--- src/rtl/epsr_pkg.sv ---
package epsr_pkg;

    localparam int SYS_N     = 8;
    localparam int VEC_W     = 9;
    localparam int VEC_SPACE = 1 << VEC_W;
    localparam int DATA_W    = 32;
    localparam int IRQ_BASE  = 16;

    typedef enum logic [2:0] {
        EXC_NMI    = 3'd0,
        EXC_MEM    = 3'd1,
        EXC_BUS    = 3'd2,
        EXC_USAGE  = 3'd3,
        EXC_SVC    = 3'd4,
        EXC_DEBUG  = 3'd5,
        EXC_PENDSV = 3'd6,
        EXC_TICK   = 3'd7
    } exc_e;

    // register word offsets
    localparam int REG_CTL  = 0;
    localparam int REG_HST  = 1;
    localparam int REG_TRIG = 2;
    localparam int REG_TYPE = 3;

    // control-state bit positions
    localparam int CS_NMI_SET   = 31;
    localparam int CS_PSV_SET   = 28;
    localparam int CS_PSV_CLR   = 27;
    localparam int CS_TCK_SET   = 26;
    localparam int CS_TCK_CLR   = 25;
    localparam int CS_ISR_PEND  = 22;
    localparam int CS_PVEC_LSB  = 12;
    localparam int CS_RTB       = 11;

    // handler status bit positions
    localparam int HS_ACT_MEM   = 0;
    localparam int HS_ACT_BUS   = 1;
    localparam int HS_ACT_USAGE = 3;
    localparam int HS_ACT_SVC   = 7;
    localparam int HS_ACT_DBG   = 8;
    localparam int HS_ACT_PSV   = 10;
    localparam int HS_ACT_TCK   = 11;
    localparam int HS_PND_USAGE = 12;
    localparam int HS_PND_MEM   = 13;
    localparam int HS_PND_BUS   = 14;
    localparam int HS_PND_SVC   = 15;
    localparam int HS_EN_LSB    = 16;

    typedef struct packed {
        logic [SYS_N-1:0] set;
        logic [SYS_N-1:0] clr;
        logic             trig;
        logic [VEC_W-1:0] num;
    } wr_cmd_t;

    typedef struct packed {
        logic [VEC_W-1:0] pend_vec;
        logic             isr_pend;
        logic             rtb;
    } scan_t;

    function automatic logic [VEC_W-1:0] exc_vec(input int idx);
        case (idx)
            0:       return 9'd2;
            1:       return 9'd4;
            2:       return 9'd5;
            3:       return 9'd6;
            4:       return 9'd11;
            5:       return 9'd12;
            6:       return 9'd14;
            default: return 9'd15;
        endcase
    endfunction

endpackage

--- src/rtl/epsr_wr_ctl.sv ---
module epsr_wr_ctl
    import epsr_pkg::*;
#(
    parameter int NUM_IRQ = 64,
    parameter int ADDR_W  = 4
) (
    input  logic                    clk,
    input  logic                    rst,
    input  logic                    we,
    input  logic [ADDR_W-1:0]       addr,
    input  logic [DATA_W-1:0]       wdata,
    output logic [SYS_N-1:0]        set_pend,
    output logic [SYS_N-1:0]        clr_pend,
    output logic                    trig,
    output logic [VEC_W-1:0]        trig_irq,
    output logic [2:0]              fault_en
);

    wr_cmd_t    cmd_d, cmd_q;
    logic [2:0] fen_d, fen_q;
    logic       hit_ctl, hit_hst, hit_trig;
    logic       num_ok;

    assign hit_ctl  = we && (addr == ADDR_W'(REG_CTL));
    assign hit_hst  = we && (addr == ADDR_W'(REG_HST));
    assign hit_trig = we && (addr == ADDR_W'(REG_TRIG));
    assign num_ok   = (32'(wdata[VEC_W-1:0]) < 32'(NUM_IRQ));

    always_comb begin
        cmd_d = '0;
        fen_d = fen_q;
        if (hit_ctl) begin
            cmd_d.set[EXC_NMI]    = wdata[CS_NMI_SET];
            cmd_d.set[EXC_PENDSV] = wdata[CS_PSV_SET];
            cmd_d.clr[EXC_PENDSV] = wdata[CS_PSV_CLR] & ~wdata[CS_PSV_SET];
            cmd_d.set[EXC_TICK]   = wdata[CS_TCK_SET];
            cmd_d.clr[EXC_TICK]   = wdata[CS_TCK_CLR] & ~wdata[CS_TCK_SET];
        end
        if (hit_hst) begin
            fen_d = wdata[HS_EN_LSB +: 3];
        end
        if (hit_trig && num_ok) begin
            cmd_d.trig = 1'b1;
            cmd_d.num  = wdata[VEC_W-1:0];
        end
    end

    always_ff @(posedge clk) begin
        if (rst) begin
            cmd_q <= '0;
            fen_q <= '0;
        end else begin
            cmd_q <= cmd_d;
            fen_q <= fen_d;
        end
    end

    assign set_pend = cmd_q.set;
    assign clr_pend = cmd_q.clr;
    assign trig     = cmd_q.trig;
    assign trig_irq = cmd_q.num;
    assign fault_en = fen_q;

    // an NMI set strobe traces back to a control write with bit 31
    p_nmi_src_r2: assert property (@(posedge clk) disable iff (rst)
        set_pend[EXC_NMI] |-> $past(we && addr == ADDR_W'(REG_CTL) && wdata[CS_NMI_SET]));

    // PendSV clear never issued when the same write also set it
    p_psv_setwins_r3: assert property (@(posedge clk) disable iff (rst)
        clr_pend[EXC_PENDSV] |-> !$past(wdata[CS_PSV_SET]));

    // tick clear never issued when the same write also set it
    p_tck_setwins_r4: assert property (@(posedge clk) disable iff (rst)
        clr_pend[EXC_TICK] |-> !$past(wdata[CS_TCK_SET]));

    // any strobe follows an accepted write one cycle earlier
    p_strobe_src_r5: assert property (@(posedge clk) disable iff (rst)
        ((set_pend | clr_pend) != '0 || trig) |-> $past(we));

    // fault enables move only after a handler status write
    p_fen_hold_r10: assert property (@(posedge clk) disable iff (rst)
        !$past(we && addr == ADDR_W'(REG_HST)) |-> $stable(fault_en));

    // triggered numbers are always implemented interrupts
    p_trig_range_r11: assert property (@(posedge clk) disable iff (rst)
        trig |-> (32'(trig_irq) < 32'(NUM_IRQ)));

endmodule

--- src/rtl/epsr_pend_scan.sv ---
module epsr_pend_scan
    import epsr_pkg::*;
#(
    parameter int NUM_IRQ = 64
) (
    input  logic                clk,
    input  logic                rst,
    input  logic [SYS_N-1:0]    sys_pend,
    input  logic [SYS_N-1:0]    sys_act,
    input  logic [NUM_IRQ-1:0]  irq_pend,
    input  logic [NUM_IRQ-1:0]  irq_act,
    input  logic [VEC_W-1:0]    cur_vec,
    output scan_t               res
);

    logic [VEC_SPACE-1:0] vp, va;
    logic                 others_act;
    logic [VEC_W-1:0]     pv;

    // map every source onto its vector slot
    always_comb begin
        vp = '0;
        va = '0;
        for (int i = 0; i < SYS_N; i++) begin
            vp[exc_vec(i)] = sys_pend[i];
            va[exc_vec(i)] = sys_act[i];
        end
        vp[IRQ_BASE +: NUM_IRQ] = irq_pend;
        va[IRQ_BASE +: NUM_IRQ] = irq_act;
    end

    // lowest numbered pending vector wins
    always_comb begin
        pv = '0;
        for (int j = VEC_SPACE - 1; j >= 1; j--) begin
            if (vp[j[VEC_W-1:0]]) pv = j[VEC_W-1:0];
        end
    end

    always_comb begin
        others_act = 1'b0;
        for (int j = 1; j < VEC_SPACE; j++) begin
            if (va[j[VEC_W-1:0]] && (j[VEC_W-1:0] != cur_vec)) others_act = 1'b1;
        end
    end

    assign res.pend_vec = pv;
    assign res.isr_pend = |irq_pend;
    assign res.rtb      = ~others_act;

    // a reported vector is really pending
    p_pvec_valid_r6: assert property (@(posedge clk) disable iff (rst)
        (res.pend_vec != '0) |-> vp[res.pend_vec]);

    // something pending means the field is non-zero
    p_pvec_nonzero_r6: assert property (@(posedge clk) disable iff (rst)
        ((sys_pend != '0) || (irq_pend != '0)) |-> (res.pend_vec != '0));

    // if the only active source is the current vector, return-to-base holds
    p_rtb_r8: assert property (@(posedge clk) disable iff (rst)
        (sys_act == '0 && $onehot0(irq_act) && (irq_act == '0 ||
         irq_act[cur_vec - VEC_W'(IRQ_BASE)])) |-> res.rtb);

endmodule

--- src/rtl/epsr_rd_mux.sv ---
module epsr_rd_mux
    import epsr_pkg::*;
#(
    parameter int NUM_IRQ = 64,
    parameter int ADDR_W  = 4
) (
    input  logic [ADDR_W-1:0]   addr,
    input  scan_t               scan,
    input  logic [SYS_N-1:0]    sys_pend,
    input  logic [SYS_N-1:0]    sys_act,
    input  logic [2:0]          fault_en,
    input  logic [VEC_W-1:0]    cur_vec,
    output logic [DATA_W-1:0]   rdata
);

    localparam int TYPE_VAL = NUM_IRQ / 32 - 1;

    logic [DATA_W-1:0] ctl_word, hst_word;

    always_comb begin
        ctl_word                            = '0;
        ctl_word[VEC_W-1:0]                 = cur_vec;
        ctl_word[CS_RTB]                    = scan.rtb;
        ctl_word[CS_PVEC_LSB +: VEC_W]      = scan.pend_vec;
        ctl_word[CS_ISR_PEND]               = scan.isr_pend;
        ctl_word[CS_TCK_SET]                = sys_pend[EXC_TICK];
        ctl_word[CS_PSV_SET]                = sys_pend[EXC_PENDSV];
        ctl_word[CS_NMI_SET]                = sys_pend[EXC_NMI];
    end

    always_comb begin
        hst_word                 = '0;
        hst_word[HS_ACT_MEM]     = sys_act[EXC_MEM];
        hst_word[HS_ACT_BUS]     = sys_act[EXC_BUS];
        hst_word[HS_ACT_USAGE]   = sys_act[EXC_USAGE];
        hst_word[HS_ACT_SVC]     = sys_act[EXC_SVC];
        hst_word[HS_ACT_DBG]     = sys_act[EXC_DEBUG];
        hst_word[HS_ACT_PSV]     = sys_act[EXC_PENDSV];
        hst_word[HS_ACT_TCK]     = sys_act[EXC_TICK];
        hst_word[HS_PND_USAGE]   = sys_pend[EXC_USAGE];
        hst_word[HS_PND_MEM]     = sys_pend[EXC_MEM];
        hst_word[HS_PND_BUS]     = sys_pend[EXC_BUS];
        hst_word[HS_PND_SVC]     = sys_pend[EXC_SVC];
        hst_word[HS_EN_LSB +: 3] = fault_en;
    end

    always_comb begin
        case (addr)
            ADDR_W'(REG_CTL):  rdata = ctl_word;
            ADDR_W'(REG_HST):  rdata = hst_word;
            ADDR_W'(REG_TYPE): rdata = DATA_W'(TYPE_VAL);
            default:           rdata = '0;
        endcase
    end

endmodule

--- src/rtl/epsr_unit.sv ---
module epsr_unit
    import epsr_pkg::*;
#(
    parameter int NUM_IRQ = 64,
    parameter int ADDR_W  = 4
) (
    input  logic                clk,
    input  logic                rst,
    input  logic                reg_we,
    input  logic [ADDR_W-1:0]   reg_addr,
    input  logic [31:0]         reg_wdata,
    output logic [31:0]         reg_rdata,
    input  logic [7:0]          sys_pend_i,
    input  logic [7:0]          sys_act_i,
    input  logic [NUM_IRQ-1:0]  irq_pend_i,
    input  logic [NUM_IRQ-1:0]  irq_act_i,
    input  logic [8:0]          cur_vec_i,
    output logic [7:0]          set_pend_o,
    output logic [7:0]          clr_pend_o,
    output logic                trig_o,
    output logic [8:0]          trig_irq_o,
    output logic [2:0]          fault_en_o
);

    scan_t      scan;
    logic [2:0] fen;

    epsr_wr_ctl #(.NUM_IRQ(NUM_IRQ), .ADDR_W(ADDR_W)) u_wr (
        .clk      (clk),
        .rst      (rst),
        .we       (reg_we),
        .addr     (reg_addr),
        .wdata    (reg_wdata),
        .set_pend (set_pend_o),
        .clr_pend (clr_pend_o),
        .trig     (trig_o),
        .trig_irq (trig_irq_o),
        .fault_en (fen)
    );

    epsr_pend_scan #(.NUM_IRQ(NUM_IRQ)) u_scan (
        .clk      (clk),
        .rst      (rst),
        .sys_pend (sys_pend_i),
        .sys_act  (sys_act_i),
        .irq_pend (irq_pend_i),
        .irq_act  (irq_act_i),
        .cur_vec  (cur_vec_i),
        .res      (scan)
    );

    epsr_rd_mux #(.NUM_IRQ(NUM_IRQ), .ADDR_W(ADDR_W)) u_rd (
        .addr     (reg_addr),
        .scan     (scan),
        .sys_pend (sys_pend_i),
        .sys_act  (sys_act_i),
        .fault_en (fen),
        .cur_vec  (cur_vec_i),
        .rdata    (reg_rdata)
    );

    assign fault_en_o = fen;

    // nothing leaves the unit in the first cycle after reset
    p_quiet_after_reset_r1: assert property (@(posedge clk)
        $past(rst) |-> (set_pend_o == '0 && clr_pend_o == '0 && !trig_o));

endmodule

--- config.mk ---
export PLATFORM = sky130hd
export DESIGN_NAME = epsr_unit
export DESIGN_NICKNAME = d
export VERILOG_FILES = /design/src/rtl/epsr_pkg.sv /design/src/rtl/epsr_wr_ctl.sv /design/src/rtl/epsr_pend_scan.sv /design/src/rtl/epsr_rd_mux.sv /design/src/rtl/epsr_unit.sv
export SDC_FILE = /design/constraint.sdc
export NUM_CORES = 1
export LEC_CHECK = 0
export BUFFER_PORTS_ARGS = -buffer_cell sky130_fd_sc_hd__buf_2
export CORE_AREA = 2 2 99 101
export DETAILED_ROUTE_END_ITERATION = 10
export DIE_AREA = 0 0 101 103
export GPL_ROUTABILITY_DRIVEN = 0
export PLACE_DENSITY = 0.68
export SLEW_MARGIN = 40
export SYNTH_ARGS = -nofsm -noshare
export SYNTH_HDL_FRONTEND = slang
export SYNTH_SLANG_ARGS = --single-unit
export TNS_END_PERCENT = 1
--- constraint.sdc ---
create_clock -name clk -period 8.2 [get_ports clk]
set_clock_uncertainty 0.2 [all_clocks]
set_input_delay 0.82 -clock clk [delete_from_list [all_inputs] [get_ports clk]]
set_output_delay 0.82 -clock clk [all_outputs]
set_load 0.005 [all_outputs]
==> run summary <==
The die is 101 um wide. The total of cells resized after clock tree synthesis is 0. The number of antenna violations at the first check in global routing came out at 0. The number of failing hold endpoints at the final stage is 0. The worst setup path is of the input port to output port kind.

TritonCTS built the clock tree. After the last flow step, the layout net total stands at 811. The highest ir drop seen on vdd is 0.0000360 V. The overall track demand over capacity in global routing is 19.2%. The worst register-to-register path ends at u_wr.fault_en[2]. The via count of the first global-routing pass came to 3682. The wire-length estimate of the detail-placed layout is 9.28 mm. After clock tree synthesis, the clock-pin slew on the worst setup and hold paths is 60 ps.

The number of enable flip-flop cells after synthesis is 0. The remaining max-slew budget at the tightest pin is 50.1%. The sink count of the clock tree came out at 18.

The average wire length per cell after detail routing is 15.0 um. Using the TritonRoute via totals, the vias-per-cell ratio works out to 5.57. The number of optimization iterations in the first detailed-route pass is 4. CTS built an H-tree with a depth of 1.

STA classifies the critical path startpoint as an input port. Across the whole layout, storage elements account for 360 um^2. The sum of overflow across all layers after global routing came out at 0. After floorplanning, the core was divided into 36 placement rows. The final max-slew violation count was 0. The area of combinational cells with multiple inputs came out at 2200 um^2.

In this run the worst setup path begins at cur_vec_i[5]. The initial utilization of the core area, before any placement, comes to 29.2%. The required arrival time at the worst endpoint is 7180 ps. Counting I/O delays and the setup requirement, the final critical path takes 4660 ps. The worst register-to-register path has a setup slack of 7370 ps. The most used flip-flop cell after synthesis is sky130_fd_sc_hd__dfxtp_1.

The pin count of the biggest net entering global routing is 20. The TritonCTS buffer count is 3. The top cell types in the final layout, fill and taps aside, are sky130_fd_sc_hd__buf_2 (216), sky130_fd_sc_hd__o31ai_1 (41), sky130_fd_sc_hd__o21ai_0 (33). The kind of capture point of the worst setup path is an output port.

The post-CTS setup repair buffer count came out at 0. Leaving out fill and tap cells, the most frequent cell in the layout is sky130_fd_sc_hd__buf_2. The setup-violating endpoint count in the final report came out at 0.

The data arrival time at the worst-slack endpoint is 3640 ps. The fraction of the cycle the final worst path needs is 56.9%. The DRC violation count after routing is 0. The number of port buffers is 216. In this run the worst path has a maximum fanout of 16. The core region area came out at 9460 um^2. The Yosys warning count is 0. Setup repair after global routing left no endpoint under its margin. The count of boundary I/O pins came out at 253. After synthesis, the share of flip-flops with an asynchronous set or reset is 0%. The flow ran to the end, and the final reports show no timing, DRC or antenna violations.

The worst register-to-register path has a depth of 2. The worst hold path belongs to the class flop to flop. The mean cell area of the mapped netlist is 6.68 um^2. The count of nets left with antenna violations once routing finished came out at 0. The fill cell total of the finished layout is 1017.

Synthesis instantiated 55 different standard cells from the library. The overall power came out at 271 uW. The final core utilization is 41.3%.

The ratio of total power to cell area came out at 69.3 nW/um^2. The critical path capture point is reg_rdata[11]. The number of violations reported at the end of detailed-routing iteration 0 is 105.

The floorplan step set the die height to 103 um. In this run the critical register-to-register path is launched from u_wr.fault_en[2]. The die covers 10400 um^2. The gate count after technology mapping came out at 413. The worst hold path stage count is 2. The final layout contains routed wiring with a total length of 11.0 mm. The slew at the pin closest to its max-slew limit came out at 741 ps. The worst-skew pair later-pin latency is 240 ps. The achievable frequency came out at 214 MHz. The area growth from synthesis to layout is 41.5%. The longest clock path from root to sink contains 2 buffers. The cell area after synthesis is 2760 um^2. The global-route wire length before repair came out at 16.6 mm.

The total number of vias is 4071. The total leakage power is 1.74 nW. The number of max-cap violations came out at 0.

The number of inserted diodes came out at 0. Summing the sequential cell areas from Yosys gives 13.1% of the chip area. The cts-stage hold buffer count came out at 0. Cells with a size suffix above 1 make up 38.2% of the layout.

Synthesis inferred 18 register bits. The tree is rooted in a sky130_fd_sc_hd__clkbuf_8. The post-route setup TNS is 0 ps.
[worst min-delay path by stage]
stage                          start                to  slack [ps]
floorplan           u_wr.fault_en[1]  u_wr.fault_en[1]         260
global placement    u_wr.fault_en[1]  u_wr.fault_en[1]         270
detailed placement  u_wr.fault_en[2]  u_wr.fault_en[2]         280
CTS                 u_wr.fault_en[1]  u_wr.fault_en[1]         290
global route        u_wr.fault_en[0]  u_wr.fault_en[0]         320
finish              u_wr.fault_en[1]  u_wr.fault_en[1]         290
[state kept, by name, indices dropped and copies added (netlist names)]
| signal | cells |
|---|---|
| u_wr.trig | 1 |
| u_wr.fault_en | 3 |
| u_wr.clr_pend | 2 |
| u_wr.set_pend | 3 |
| u_wr.trig_irq | 9 |
[layout make-up]
class / count / share of cell area [%]
Clock buffer: 3 / 1.06
Inverter: 16 / 1.54
Multi-Input combinational cell: 362 / 56.4
Sequential cell: 18 / 9.23
Tap cell: 114 / 3.66
Timing Repair Buffer: 218 / 28.1
[critical path, cell delays in order]
cell                      delay (ps)
sky130_fd_sc_hd__buf_2           130
sky130_fd_sc_hd__or4b_1          810
sky130_fd_sc_hd__o31ai_1         340
sky130_fd_sc_hd__nand4_1         130
sky130_fd_sc_hd__or4_1           560
sky130_fd_sc_hd__nor4_1          300
sky130_fd_sc_hd__nor4b_2         250
sky130_fd_sc_hd__a32o_2          200
sky130_fd_sc_hd__buf_2           100
[where the power goes]
group / total [mW] / switching, mW / internal, mW / leakage, nW
clock: 0.0588 / 0.0262 / 0.0325 / 0.0216
combinational: 0.123 / 0.0685 / 0.0544 / 1.57
sequential: 0.0889 / 0.000339 / 0.0886 / 0.146
total: 0.271 / 0.0950 / 0.176 / 1.74
[synthesized netlist by cell type, types with 3 or more instances]
master                     count  share of area, %
sky130_fd_sc_hd__nand2b_1      4              0.91
sky130_fd_sc_hd__a211oi_1      4               1.1
sky130_fd_sc_hd__a31oi_1       3              0.68
sky130_fd_sc_hd__a21oi_1      24               4.4
sky130_fd_sc_hd__nand4_1      16               3.6
sky130_fd_sc_hd__or4_1         8               2.2
sky130_fd_sc_hd__and2_1       16               3.6
sky130_fd_sc_hd__dfxtp_1      18                13
sky130_fd_sc_hd__o21a_1        6               1.6
sky130_fd_sc_hd__o21ai_0      33               6.0
sky130_fd_sc_hd__nor2b_1       3              0.68
sky130_fd_sc_hd__o31ai_1      41                11
sky130_fd_sc_hd__and3_1        6               1.4
sky130_fd_sc_hd__buf_2         5              0.91
sky130_fd_sc_hd__nor3_1       20               3.6
sky130_fd_sc_hd__or3_1         5               1.1
sky130_fd_sc_hd__nor2_1       32               4.4
sky130_fd_sc_hd__nand3_1      11               2.0
sky130_fd_sc_hd__buf_4        21               5.7
sky130_fd_sc_hd__nand2_1      25               3.4
sky130_fd_sc_hd__o22ai_1       3              0.68
sky130_fd_sc_hd__inv_1        16               2.2
sky130_fd_sc_hd__nor4_1       25               5.7
sky130_fd_sc_hd__clkbuf_1     13               1.8
sky130_fd_sc_hd__mux2_2        4               1.6
sky130_fd_sc_hd__o41ai_1       3              0.95
sky130_fd_sc_hd__a22o_1        6               1.9
[per-layer routing]
metal	GRT usage (%)	vias up	wire length [um]
li1	-	1995	-
met1	21.3	1839	4140
met2	37.6	211	5550
met3	2.64	26	966
met4	5.93	0	303
met5	0	-	0
[kinds of logic after synthesis]
family	Yosys count	synth area share (%)
buffers and inverters	56	11.0
muxes	5	2.00
and+or+nand+nor	191	38.9
AOI/OAI and AO/OA	142	34.9
other	1	0.136
DFF	18	13.1
[metrics by stage]
step / setup slack (ps) / area, um^2 / hold slack (ps) / instances
2_1_floorplan: 4250 / 2840 / 260 / 436
3_3_place_gp: 3560 / 3850 / 268 / 728
3_5_place_dp: 3570 / 3850 / 275 / 728
4_1_cts: 3560 / 3900 / 288 / 731
5_1_grt: 3370 / 3900 / 322 / 731
6_report: 3540 / 3900 / 287 / 731
Power figures use the tool's default switching activity.
